<file path="config.mk">
export PLATFORM = sky130hd
export DESIGN_NAME = burst_addr_seq
export DESIGN_NICKNAME = d
export VERILOG_FILES = /design/src/rtl/burst_seq_pkg.sv /design/src/rtl/burst_order_unit.sv /design/src/rtl/burst_seq_ctrl.sv /design/src/rtl/burst_addr_seq.sv
export SDC_FILE = /design/constraint.sdc
export NUM_CORES = 1
export LEC_CHECK = 0
export BUFFER_PORTS_ARGS = -buffer_cell sky130_fd_sc_hd__buf_2
export CORE_AREA = 2 2 46 48
export CTS_CLUSTER_DIAMETER = 120
export DETAILED_ROUTE_END_ITERATION = 6
export DIE_AREA = 0 0 48 50
export GPL_ROUTABILITY_DRIVEN = 0
export PLACE_DENSITY = 0.78
export SETUP_SLACK_MARGIN = 0.2
export SLEW_MARGIN = 15
export SYNTH_ARGS = -nofsm -noshare
export SYNTH_HDL_FRONTEND = slang
export SYNTH_HIERARCHICAL = 1
export SYNTH_SLANG_ARGS = --single-unit
</file>
<file path="constraint.sdc">
create_clock -name clk -period 3.4 [get_ports clk]
set_clock_uncertainty 0.1 [all_clocks]
set_input_delay 0.85 -clock clk [delete_from_list [all_inputs] [get_ports clk]]
set_output_delay 0.85 -clock clk [all_outputs]
set_load 0.01 [all_outputs]
</file>
<file path="src/rtl/burst_seq_pkg.sv">
package burst_seq_pkg;
  typedef enum logic {
    ORD_LINEAR      = 1'b0,
    ORD_INTERLEAVED = 1'b1
  } order_e;

  typedef enum logic [1:0] {
    ACT_NONE     = 2'd0,
    ACT_LOAD     = 2'd1,
    ACT_STEP     = 2'd2,
    ACT_TERMINATE = 2'd3
  } action_e;
endpackage

</file>
<file path="src/rtl/burst_order_unit.sv">
module burst_order_unit #(
  parameter int BEAT_W = 2
) (
  input  logic [BEAT_W-1:0] start_low,
  input  logic [BEAT_W-1:0] beat_idx,
  input  logic              ilv_sel,
  output logic [BEAT_W-1:0] seq_low
);
  import burst_seq_pkg::*;

  logic [BEAT_W-1:0] lin_low;
  logic [BEAT_W-1:0] ilv_low;

  // Wrapping add: the width of the sum drops the carry out of the field.
  always_comb lin_low = start_low + beat_idx;

  genvar b;
  generate
    for (b = 0; b < BEAT_W; b++) begin : g_xor
      assign ilv_low[b] = start_low[b] ^ beat_idx[b];
    end
  endgenerate

  always_comb begin
    if (order_e'(ilv_sel) == ORD_INTERLEAVED) seq_low = ilv_low;
    else                                      seq_low = lin_low;
  end
endmodule

</file>
<file path="src/rtl/burst_seq_ctrl.sv">
module burst_seq_ctrl #(
  parameter int ADDR_W = 17,
  parameter int BEAT_W = 2
) (
  input  logic              clk,
  input  logic              rst_n,
  input  logic              clk_en,
  input  logic              chip_sel,
  input  logic              adv_n_ld,
  input  logic [ADDR_W-1:0] ext_addr,
  output logic [ADDR_W-1:0] base_q,
  output logic [BEAT_W-1:0] beat_q,
  output logic              active_q
);
  import burst_seq_pkg::*;

  action_e act;

  always_comb begin
    act = ACT_NONE;
    if (clk_en) begin
      if (!adv_n_ld) act = chip_sel ? ACT_LOAD : ACT_TERMINATE;
      else if (active_q) act = ACT_STEP;
    end
  end

  always_ff @(posedge clk) begin
    if (!rst_n) begin
      base_q   <= '0;
      beat_q   <= '0;
      active_q <= 1'b0;
    end else begin
      unique case (act)
        ACT_LOAD: begin
          base_q   <= ext_addr;
          beat_q   <= '0;
          active_q <= 1'b1;
        end
        ACT_STEP:      beat_q   <= beat_q + 1'b1;
        ACT_TERMINATE: active_q <= 1'b0;
        default: ;
      endcase
    end
  end

  // an advance leaves the captured start untouched
  a_r6_base_kept: assert property (@(posedge clk) disable iff (!rst_n)
    (clk_en && adv_n_ld) |=> $stable(base_q));

  // idle advance does nothing
  a_r9_idle_step: assert property (@(posedge clk) disable iff (!rst_n)
    (clk_en && adv_n_ld && !active_q) |=> ($stable(beat_q) && !active_q));

  // stepping ignores chip_sel
  a_r10_step_any_sel: assert property (@(posedge clk) disable iff (!rst_n)
    (clk_en && adv_n_ld && active_q) |=> (active_q && beat_q == $past(beat_q) + 1'b1));
endmodule

</file>
<file path="src/rtl/burst_addr_seq.sv">
module burst_addr_seq #(
  parameter int ADDR_W = 17
) (
  input  logic              clk,
  input  logic              rst_n,
  input  logic              clk_en,
  input  logic              chip_sel,
  input  logic              adv_n_ld,
  input  logic              order_ilv,
  input  logic [ADDR_W-1:0] ext_addr,
  output logic [ADDR_W-1:0] burst_addr,
  output logic              burst_active
);
  localparam int BEAT_W = 2;
  localparam int HI_W   = ADDR_W - BEAT_W;

  logic [ADDR_W-1:0] base_q;
  logic [BEAT_W-1:0] beat_q;
  logic [BEAT_W-1:0] seq_low;

  burst_seq_ctrl #(.ADDR_W(ADDR_W), .BEAT_W(BEAT_W)) ctrl_i (
    .clk      (clk),
    .rst_n    (rst_n),
    .clk_en   (clk_en),
    .chip_sel (chip_sel),
    .adv_n_ld (adv_n_ld),
    .ext_addr (ext_addr),
    .base_q   (base_q),
    .beat_q   (beat_q),
    .active_q (burst_active)
  );

  burst_order_unit #(.BEAT_W(BEAT_W)) order_i (
    .start_low (base_q[BEAT_W-1:0]),
    .beat_idx  (beat_q),
    .ilv_sel   (order_ilv),
    .seq_low   (seq_low)
  );

  assign burst_addr = {base_q[ADDR_W-1:BEAT_W], seq_low};

  // a selected load presents the external address next cycle
  a_r2_load: assert property (@(posedge clk) disable iff (!rst_n)
    (clk_en && !adv_n_ld && chip_sel) |=> (burst_active && burst_addr == $past(ext_addr)));

  // upper bits hold while stepping
  a_r5_upper_fixed: assert property (@(posedge clk) disable iff (!rst_n)
    (clk_en && adv_n_ld) |=> $stable(burst_addr[ADDR_W-1:BEAT_W]));

  // deselected load ends the burst
  a_r7_terminate: assert property (@(posedge clk) disable iff (!rst_n)
    (clk_en && !adv_n_ld && !chip_sel) |=> (!burst_active && $stable(burst_addr)));

  // frozen edge
  a_r8_freeze: assert property (@(posedge clk) disable iff (!rst_n)
    (!clk_en && $stable(order_ilv)) |=> ($stable(burst_addr) && $stable(burst_active)));

  initial begin
    a_r1_width: assert (HI_W > 0);
  end
endmodule

</file>
==> impl_metrics.ini, run 1 <==
[status]
outcome = completed

[sta]
tns_ns = 0
setup_viol = 0
min_period_over_period = 0.669
max-slew-margin-rel = 0.785
rsz0062_at_grt = false
hold_viol = 0
finalMaxSlewViolations = 0
tightest_slew_ns = 0.322
fin_crit_ns = 2.28
max_freq_ghz = 0.439

[critical_path]
rr_worst_depth = 7
crit_top_cell = buf_2
end_kind = output pin
path_cells = buf_2 > nor2b_1 > xnor2_1 > buf_2
cp.required_ns = 2.45
r2r_end = ctrl_i/beat_q[1]$_SDFFE_PN0P_
worstPathArrival_ns = 1.33
max_stage_delay_ns = 0.14
rr_startpoint = ctrl_i/active_q$_SDFFE_PN0P_
crit_buf_inv = 2
reg2reg_slack_ns = 1.83
crit_slowest_cell = buf_2
critical-path-top-delay-family = buffers and inverters
crit_type = primary input to output pin
crit_fanout = 1
cp-start-kind = primary input

[power_and_ir_drop]
finalPower_uw = 450
p_per_area_nw_per_um2 = 402
sequentialPowerShare = 0.556
intPower_uw = 346
p_sw_uw = 104
total_leakage_power_nw = 0.528
swShare = 0.231
pwr-share-clk = 0.294
combPwrFrac = 0.150
ir_worst_vdd_mv = 0.173

[logic_synthesis]
yosys_warnings = 6
mappedNetlistNets = 108
synth_flop_cell = dfxtp_1
netlist_instances = 81
yosysUniqueCellTypes = 16
ys_seq_elements = 20
avgSynthCellArea_um2 = 10.9
synth_edf_count = 0
synth.cell_area_um2 = 882
async_reset_ff_frac = 0
ys_seq_area_frac = 0.454

[drt]
finalWirelength_mm = 1.47
vias_per_cell = 4.44
ant_nets = 0
vias = 662
remaining_drc_errors = 0
drtIter0Drc = 0
wire_per_inst_um = 9.88
firstDrtPassIters = 1

[worst_hold_path]
hp-class = register to register
hold_path_depth = 2
min_from = ctrl_i/base_q[11]$_SDFFE_PN0N_
min_to = ctrl_i/base_q[11]$_SDFFE_PN0N_

[clocking]
cts.sinks = 20
cts_tree = yes
insertion_delay_ns = 0.29
cts_hold_buf = 0
htreeDepth = 1
numCtsBuffers = 3
clockBufferDepth = 2
cts-resized-gates = 0
cts_root_buf = clkbuf_4
postCtsSetupBuffers = 0
path_clk_slew_ns = 0.11

[finish]
num-nets-final = 150
design_area_um2 = 1120
final.fill_count = 172
area_growth_pct = 27.1
multi_input_area_um2 = 435
insertedDiodeCount = 0
seq_area_um2 = 400
layout-drive-gt1-share = 0.377

[global_routing]
grt_overflow = 0
grt_max_degree = 22
grt_pass1_vias = 620
globalRouteTotalUtil = 0.143
antenna_found_initial = 0
grt_pass1_wl_mm = 2.44

[floorplan]
start_util = 0.464
die_x_um = 48
num_rows = 16
die-area_um2 = 2400
ioPinCount = 41
fp.coreArea_um2 = 1900
die_y_um = 50

[place]
hpwl_mm = 1.13
portBuffers = 40
placedInstanceArea_um2 = 1080

[flow_run]
max_cap_viol_count = 0
[metrics by stage]
stage,cells,hold slack (ns),utilization,setup WS (ns)
after CTS,149,0.430,0.589,1.11
after global placement,145,0.391,0.570,1.12
final,149,0.421,0.589,1.12
after global routing,149,0.446,0.589,1.08
after floorplan,81,0.389,-,1.31
after detailed placement,145,0.399,0.570,1.12
[worst reg2reg max path: stages, from the launching register on]
cell     delay [ns]
dfxtp_1        0.34
nand2_1        0.05
o21ai_0        0.09
and2_1         0.19
ha_1           0.33
nand3_1        0.10
nor3b_1        0.20
a31o_2         0.12
[area by class of cell]
type / count / area share
clock buffers: 4 / 0.0324
inverters: 2 / 0.00670
multi-input cells: 55 / 0.388
flip-flops and latches: 20 / 0.357
well taps: 27 / 0.0301
repair buffers: 41 / 0.185
[power groups by stage]
stage	logic [mW]	clock network [mW]	registers, mW
floorplan	0.0396	0	0.261
global placement	0.0668	0	0.255
detailed placement	0.0685	0	0.256
CTS	0.0686	0.139	0.251
global route	0.0758	0.146	0.252
finish	0.0674	0.132	0.251
[synthesized netlist by cell type (2+ instances only)]
cell type	number	share of area
nor2b_1	19	0.13
mux2i_1	18	0.20
inv_1	2	0.0085
ha_1	4	0.057
clkbuf_1	2	0.0085
xnor2_1	2	0.020
dfxtp_1	20	0.45
o21ai_0	2	0.011
and2_1	2	0.014
nand2_1	4	0.017
[state kept, by name, summed over array words and instances (netlist names)]
register	count
ctrl_i/base_q	17
ctrl_i/beat_q	2
ctrl_i/active_q	1
[per-layer routing]
metal | vias to the layer above | part of all wire | track usage | wire (µm)
li1 | 351 | - | - | -
met1 | 289 | 0.39 | 0.149 | 576
met2 | 20 | 0.53 | 0.247 | 783
met3 | 2 | 0.058 | 0.0220 | 85
met4 | 0 | 0.018 | 0.0946 | 27
met5 | - | 0 | 0 | 0
[worst max-delay path by stage]
stage                          from            end  slack (ns)  cells after the start
after CTS                 order_ilv  burst_addr[1]        1.11                      4
after global routing      order_ilv  burst_addr[1]        1.08                      4
after floorplan           order_ilv  burst_addr[1]        1.31                      2
after global placement    order_ilv  burst_addr[1]        1.12                      4
final                     order_ilv  burst_addr[1]        1.12                      4
after detailed placement  order_ilv  burst_addr[1]        1.12                      4
[cells in the final DEF (no fill, tap or decap)]
| cell | n |
|---|---|
| buf_2 | 40 |
| nor3b_1 | 1 |
| clkbuf_8 | 1 |
| nand3_1 | 1 |
| mux2i_1 | 18 |
| inv_1 | 2 |
| a31o_2 | 1 |
| o21ai_0 | 2 |
| o211a_1 | 1 |
| clkbuf_4 | 3 |
| and2_1 | 2 |
| nor2b_1 | 19 |
| xnor2_1 | 2 |
| ha_1 | 4 |
| dfxtp_1 | 20 |
| nand2_1 | 4 |
| buf_4 | 1 |
[cell families (layout without fill, tap and decap cells)]
| kind of cell | Yosys count | in the layout | share of synthesized area |
|---|---|---|---|
| and+or+nand+nor | 27 | 27 | 0.180 |
| DFF | 20 | 20 | 0.454 |
| muxes | 18 | 18 | 0.204 |
| buffers and inverters | 6 | 47 | 0.0525 |
| adders and majority gates | 4 | 4 | 0.0567 |
| AOI/OAI and AO/OA | 4 | 4 | 0.0326 |
| xor gates and xnor gates | 2 | 2 | 0.0199 |
Power figures use the tool's default switching activity.
==> inputs of run 2 (changes only) <==
--- a/config.mk
+++ b/config.mk
@@ -5,13 +5,14 @@
 export SDC_FILE = /design/constraint.sdc
 export NUM_CORES = 1
 export LEC_CHECK = 0
+export ABC_AREA = 1
 export BUFFER_PORTS_ARGS = -buffer_cell sky130_fd_sc_hd__buf_2
-export CORE_AREA = 2 2 46 48
+export CORE_AREA = 2 2 59 45
 export CTS_CLUSTER_DIAMETER = 120
 export DETAILED_ROUTE_END_ITERATION = 6
-export DIE_AREA = 0 0 48 50
+export DIE_AREA = 0 0 61 47
 export GPL_ROUTABILITY_DRIVEN = 0
-export PLACE_DENSITY = 0.78
+export PLACE_DENSITY = 0.68
 export SETUP_SLACK_MARGIN = 0.2
 export SLEW_MARGIN = 15
 export SYNTH_ARGS = -nofsm -noshare
==> constraint.sdc (replaced) <==
create_clock -name clk -period 2 [get_ports clk]
set_clock_uncertainty 0.1 [all_clocks]
set_input_delay 0.5 -clock clk [delete_from_list [all_inputs] [get_ports clk]]
set_output_delay 0.5 -clock clk [all_outputs]
set_load 0.01 [all_outputs]
==> impl_metrics.ini, run 2 <==
[critical_path]
critical-path-top-delay-family = flip-flops
cp.required_ns = 1.40
crit_slowest_cell = dfxtp_2
crit_buf_inv = 3
cp-start-kind = register
worstPathArrival_ns = 1.18
crit_top_cell = inv_1
end_kind = output pin
crit_fanout = 2
crit_type = register to output pin
path_cells = ha_4 > inv_1 > nor2_1 > nand3_1 > nand2_1 > inv_1 > buf_2
max_stage_delay_ns = 0.37

[place]
placedInstanceArea_um2 = 1070
portBuffers = 40
hpwl_mm = 1.37
dp_slack_ns = -0.0891
place_inst = 188

[sta]
hold_viol = 0
tightest_slew_ns = 0.370
max-slew-margin-rel = 0.753
min_period_over_period = 0.889
setup_slack_ns = 0.223
max_freq_ghz = 0.563
setup_viol = 0
rsz0062_at_grt = true
finalMaxSlewViolations = 0
fin_crit_ns = 1.78

[logic_synthesis]
synth_flop_cell = dfxtp_1
avgSynthCellArea_um2 = 7.38
synth.area.top_cells = dfxtp_1 (46%), nor2_1 (17%), nand2_1 (6.5%)
synth_top_area_cell = dfxtp_1
synth.cell_area_um2 = 871
ys_seq_elements = 20
synth_most_common_cell = nor2_1
synth_edf_count = 0
async_reset_ff_frac = 0
mappedNetlistNets = 145
synth.top_cell.area_share = 0.460
yosysUniqueCellTypes = 12
netlist_instances = 118
synth_top_cells_by_count = nor2_1 (40), dfxtp_1 (20), nand2_1 (15)
yosys_warnings = 6
ys_seq_area_frac = 0.460

[finish]
seq_area_um2 = 403
num-nets-final = 187
design_area_um2 = 1130
multi_input_area_um2 = 390
final_cell_mix = nor2_1 (40), buf_2 (40), dfxtp_1 (18), nand2_1 (15), inv_1 (11)
largestRegisters = ctrl_i/base_q x17, ctrl_i/beat_q x2, ctrl_i/active_q x1
layout-drive-gt1-share = 0.321
final.fill_count = 236
insertedDiodeCount = 0
largest_reg_flops = 17
fin_cells = 193
top_register = ctrl_i/base_q
area_growth_pct = 29.7

[floorplan]
die_x_um = 61
die_y_um = 47
fp.coreArea_um2 = 2310
start_util = 0.377
num_rows = 15
die-area_um2 = 2870
ioPinCount = 41

[power_and_ir_drop]
finalPower_uw = 815
p_sw_uw = 214
total_leakage_power_nw = 0.609
p_per_area_nw_per_um2 = 722
ir_worst_vdd_mv = 0.449
sequentialPowerShare = 0.544
pwr-share-clk = 0.280
combPwrFrac = 0.176
swShare = 0.262
intPower_uw = 602

[drt]
firstDrtPassIters = 6
drtIter0Drc = 18
vias_per_cell = 4.39
ant_nets = 0
wire_per_inst_um = 9.39
remaining_drc_errors = 0
vias = 848
finalWirelength_mm = 1.81

[worst_hold_path]
hp-class = primary input to register

[clocking]
path_clk_slew_ns = 0.10
insertion_delay_ns = 0.29
cts_tree = yes
htreeDepth = 1
cts.sinks = 20
cts_root_buf = clkbuf_4
clockBufferDepth = 2
numCtsBuffers = 3

[flow_run]
max_cap_viol_count = 0

[global_routing]
grtUsageMet3 = 0.0579
antenna_found_initial = 0
met2_usage = 0.226
globalRouteMet1Util = 0.181
busiest_layer = met2
grt_pass1_vias = 696
grt_overflow = 0
grt_max_degree = 20
grt_pass1_wl_mm = 2.93
globalRouteTotalUtil = 0.142

[status]
outcome = completed
==> run 2: cell count changes after synthesis, moves of 2 or more <==
cell      change
mux2i_1      -18
o21ai_1       +9
clkbuf_1      -2
o21ai_0       +6
nand3_1       +3
inv_1         +9
nor2_1       +40
nor2b_1      -19
nand2_1      +11
xnor2_1       -2
buf_6         +3
and2_1        -2
==> run 2: path summary, 6_finish.rpt <==
path              slack (ns)                             end                            from  cells past startpoint
hold / removal          0.32   ctrl_i/base_q[7]$_SDFFE_PN0N_                     ext_addr[7]                      3
setup reg to reg        0.52   ctrl_i/base_q[5]$_SDFFE_PN0N_    ctrl_i/active_q$_SDFFE_PN0P_                      6
hold reg to reg         0.39  ctrl_i/base_q[12]$_SDFFE_PN0N_  ctrl_i/base_q[12]$_SDFFE_PN0N_                      2
setup / recovery        0.22                   burst_addr[1]   ctrl_i/base_q[0]$_SDFFE_PN0N_                      7
==> run 2: cell families after synthesis <==
logic type                 after synthesis  share of synthesized area
adders and majority gates                4                     0.0575
buffers and inverters                   16                      0.109
and+or+nand+nor                         59                      0.260
AOI/OAI and AO/OA                       19                      0.114
DFF                                     20                      0.460
==> run 2: timing repair <==
item,CTS,global route
endpoints found under the setup margin,1,18
buffers inserted,1,0
resized for setup,4,1
hold buffers,0,0
pin swaps,0,0
==> run 2: layout make-up <==
type	count	share of cell area
Multi-Input combinational cell	82	0.346
Clock buffer	4	0.0321
Sequential cell	20	0.357
Timing Repair Buffer	41	0.184
Tap cell	34	0.0377
Inverter	12	0.0443
==> run 2: through the flow <==
step | hold slack [ns] | util | TNS [ns]
after CTS | 0.315 | 0.488 | 0
after floorplan | 0.368 | - | 0
after global placement | 0.371 | 0.463 | -0.533
after detailed placement | 0.372 | 0.463 | -1.39
after global routing | 0.304 | 0.489 | 0
final | 0.319 | 0.489 | 0
==> run 2: power by group through the flow <==
| stage | Sequential [mW] | Combinational (mW) | Clock (mW) |
|---|---|---|---|
| after global placement | 0.451 | 0.136 | 0 |
| after detailed placement | 0.452 | 0.139 | 0 |
| final | 0.444 | 0.143 | 0.228 |
| after floorplan | 0.460 | 0.0760 | 0 |
| after CTS | 0.444 | 0.145 | 0.237 |
| after global routing | 0.448 | 0.166 | 0.256 |
==> run 2: tightest hold or removal path, stage by stage <==
cell and delay (ns):
buf_2 0.07, nor2_1 0.03, nor2_1 0.08
==> run 2: per-layer routing <==
layer | routed length, µm | part of all wire | vias to the layer above
met5 | 0 | 0 | -
met4 | 15 | 0.0083 | 0
met3 | 134 | 0.074 | 2
met2 | 873 | 0.48 | 28
met1 | 789 | 0.44 | 369
li1 | - | - | 449
==> inputs of run 3 (changes only) <==
--- a/config.mk
+++ b/config.mk
@@ -5,12 +5,11 @@
 export SDC_FILE = /design/constraint.sdc
 export NUM_CORES = 1
 export LEC_CHECK = 0
-export ABC_AREA = 1
 export BUFFER_PORTS_ARGS = -buffer_cell sky130_fd_sc_hd__buf_2
-export CORE_AREA = 2 2 59 45
+export CORE_AREA = 2 2 60 45
 export CTS_CLUSTER_DIAMETER = 120
 export DETAILED_ROUTE_END_ITERATION = 6
-export DIE_AREA = 0 0 61 47
+export DIE_AREA = 0 0 62 47
 export GPL_ROUTABILITY_DRIVEN = 0
 export PLACE_DENSITY = 0.68
 export SETUP_SLACK_MARGIN = 0.2
==> impl_metrics.ini, run 3 (synthesis results as in run 1) <==
[status]
outcome = completed

[global_routing]
antenna_found_initial = 0
grt_pass1_wl_mm = 2.33
grt_overflow = 0
globalRouteTotalUtil = 0.115
grt_pass1_vias = 553
grt_max_degree = 22

[power_and_ir_drop]
p_per_area_nw_per_um2 = 732
ir_worst_vdd_mv = 0.498
total_leakage_power_nw = 0.547
finalPower_uw = 875

[drt]
drtIter0Drc = 10
finalWirelength_mm = 1.63
ant_nets = 0
remaining_drc_errors = 0
wire_per_inst_um = 10.3
firstDrtPassIters = 4
vias_per_cell = 4.34
vias = 686

[floorplan]
die-area_um2 = 2910
die_x_um = 62
start_util = 0.376
ioPinCount = 41
fp.coreArea_um2 = 2350
die_y_um = 47
num_rows = 15

[critical_path]
critical-path-top-delay-family = flip-flops
cp.required_ns = 1.40
crit_slowest_cell = dfxtp_2
end_kind = output pin
crit_buf_inv = 1
worstPathArrival_ns = 1.17
max_stage_delay_ns = 0.37
cp-start-kind = register
crit_type = register to output pin
worst-path-stages = 4
path_cells = ha_4 > nor2b_4 > xnor2_1 > buf_2
crit_fanout = 2
rr_worst_depth = 7

[clocking]
path_clk_slew_ns = 0.11
htreeDepth = 1
clockBufferDepth = 2
cts_hold_buf = 0
cts_root_buf = clkbuf_4
insertion_delay_ns = 0.29
cts.sinks = 20
cts_tree = yes
numCtsBuffers = 3

[finish]
area_growth_pct = 35.6
final.fill_count = 225
mostFrequentLayoutCell = buf_2
largestRegisters = ctrl_i/base_q x17, ctrl_i/beat_q x2, ctrl_i/active_q x1
final_cell_mix = buf_2 (40), nor2b_1 (18), mux2i_1 (18), dfxtp_1 (18), nand2_1 (4)
largest_reg_flops = 17
top_register = ctrl_i/base_q
num-nets-final = 152
insertedDiodeCount = 0
final_util = 0.510
fin_cells = 158
layout-drive-gt1-share = 0.419

[sta]
setup_viol = 0
tns_ns = 0
tightest_slew_ns = 0.334
finalMaxSlewViolations = 0
min_period_over_period = 0.885
max_freq_ghz = 0.565
hold_viol = 0
max-slew-margin-rel = 0.777
rsz0062_at_grt = true
fin_crit_ns = 1.77

[worst_hold_path]
hp-class = primary input to register
hold_path_depth = 3

[place]
place_inst = 152
portBuffers = 40
hpwl_mm = 1.19

[flow_run]
max_cap_viol_count = 0
==> run 3: per-layer routing <==
layer / track usage / share of wire
met1: 0.118 / 0.43
met2: 0.206 / 0.49
met3: 0.0496 / 0.069
met4: 0.0511 / 0.011
met5: 0 / 0
==> run 3: per-stage QoR <==
stage                     worst slack [ns]  hold WS, ns  area, µm²
after floorplan                      0.325        0.389        882
after global placement               0.203        0.392       1110
after detailed placement             0.144        0.401       1110
after CTS                            0.195        0.338       1180
after global routing                 0.165        0.339       1200
final                                0.231        0.346       1200
==> run 3: worst register-to-register path, cell delays in order, from the launching register on <==
cell and delay (ns):
dfxtp_1 0.34, nand2_1 0.05, o21ai_0 0.09, and2_1 0.19, ha_1 0.33, nand3_1 0.09
nor3b_1 0.19, a31o_2 0.12
==> run 3: layout make-up <==
cell class,instances,area (µm²),share of cell area
multi-input combinational,55,455,0.381
sequential,20,403,0.337
timing repair buffer,43,235,0.197
tap,34,42.5,0.0356
clock inverter,1,30.0,0.0251
clock buffer,3,22.5,0.0188
inverter,2,7.51,0.00628
==> run 3: report_power, final <==
group / switching [mW] / internal (mW)
sequential: 0.00967 / 0.417
combinational: 0.0567 / 0.0661
clock: 0.123 / 0.203
==> run 3: repair_timing <==
item                                    4_1_cts  5_1_grt
endpoints found under the setup margin        1        1
gates cloned                                  0        0
gates resized for setup                       5        1
pin swaps                                     1        1
buffers inserted                              1        1
==> run 3: worst paths after layout <==
| kind | start | endpoint | slack [ns] |
|---|---|---|---|
| setup / recovery | ctrl_i/base_q[0]$_SDFFE_PN0N_ | burst_addr[1] | 0.23 |
| hold / removal | ext_addr[4] | ctrl_i/base_q[4]$_SDFFE_PN0N_ | 0.35 |
| setup reg to reg | ctrl_i/active_q$_SDFFE_PN0P_ | ctrl_i/beat_q[1]$_SDFFE_PN0P_ | 0.45 |
| hold reg to reg | ctrl_i/base_q[5]$_SDFFE_PN0N_ | ctrl_i/base_q[5]$_SDFFE_PN0N_ | 0.42 |
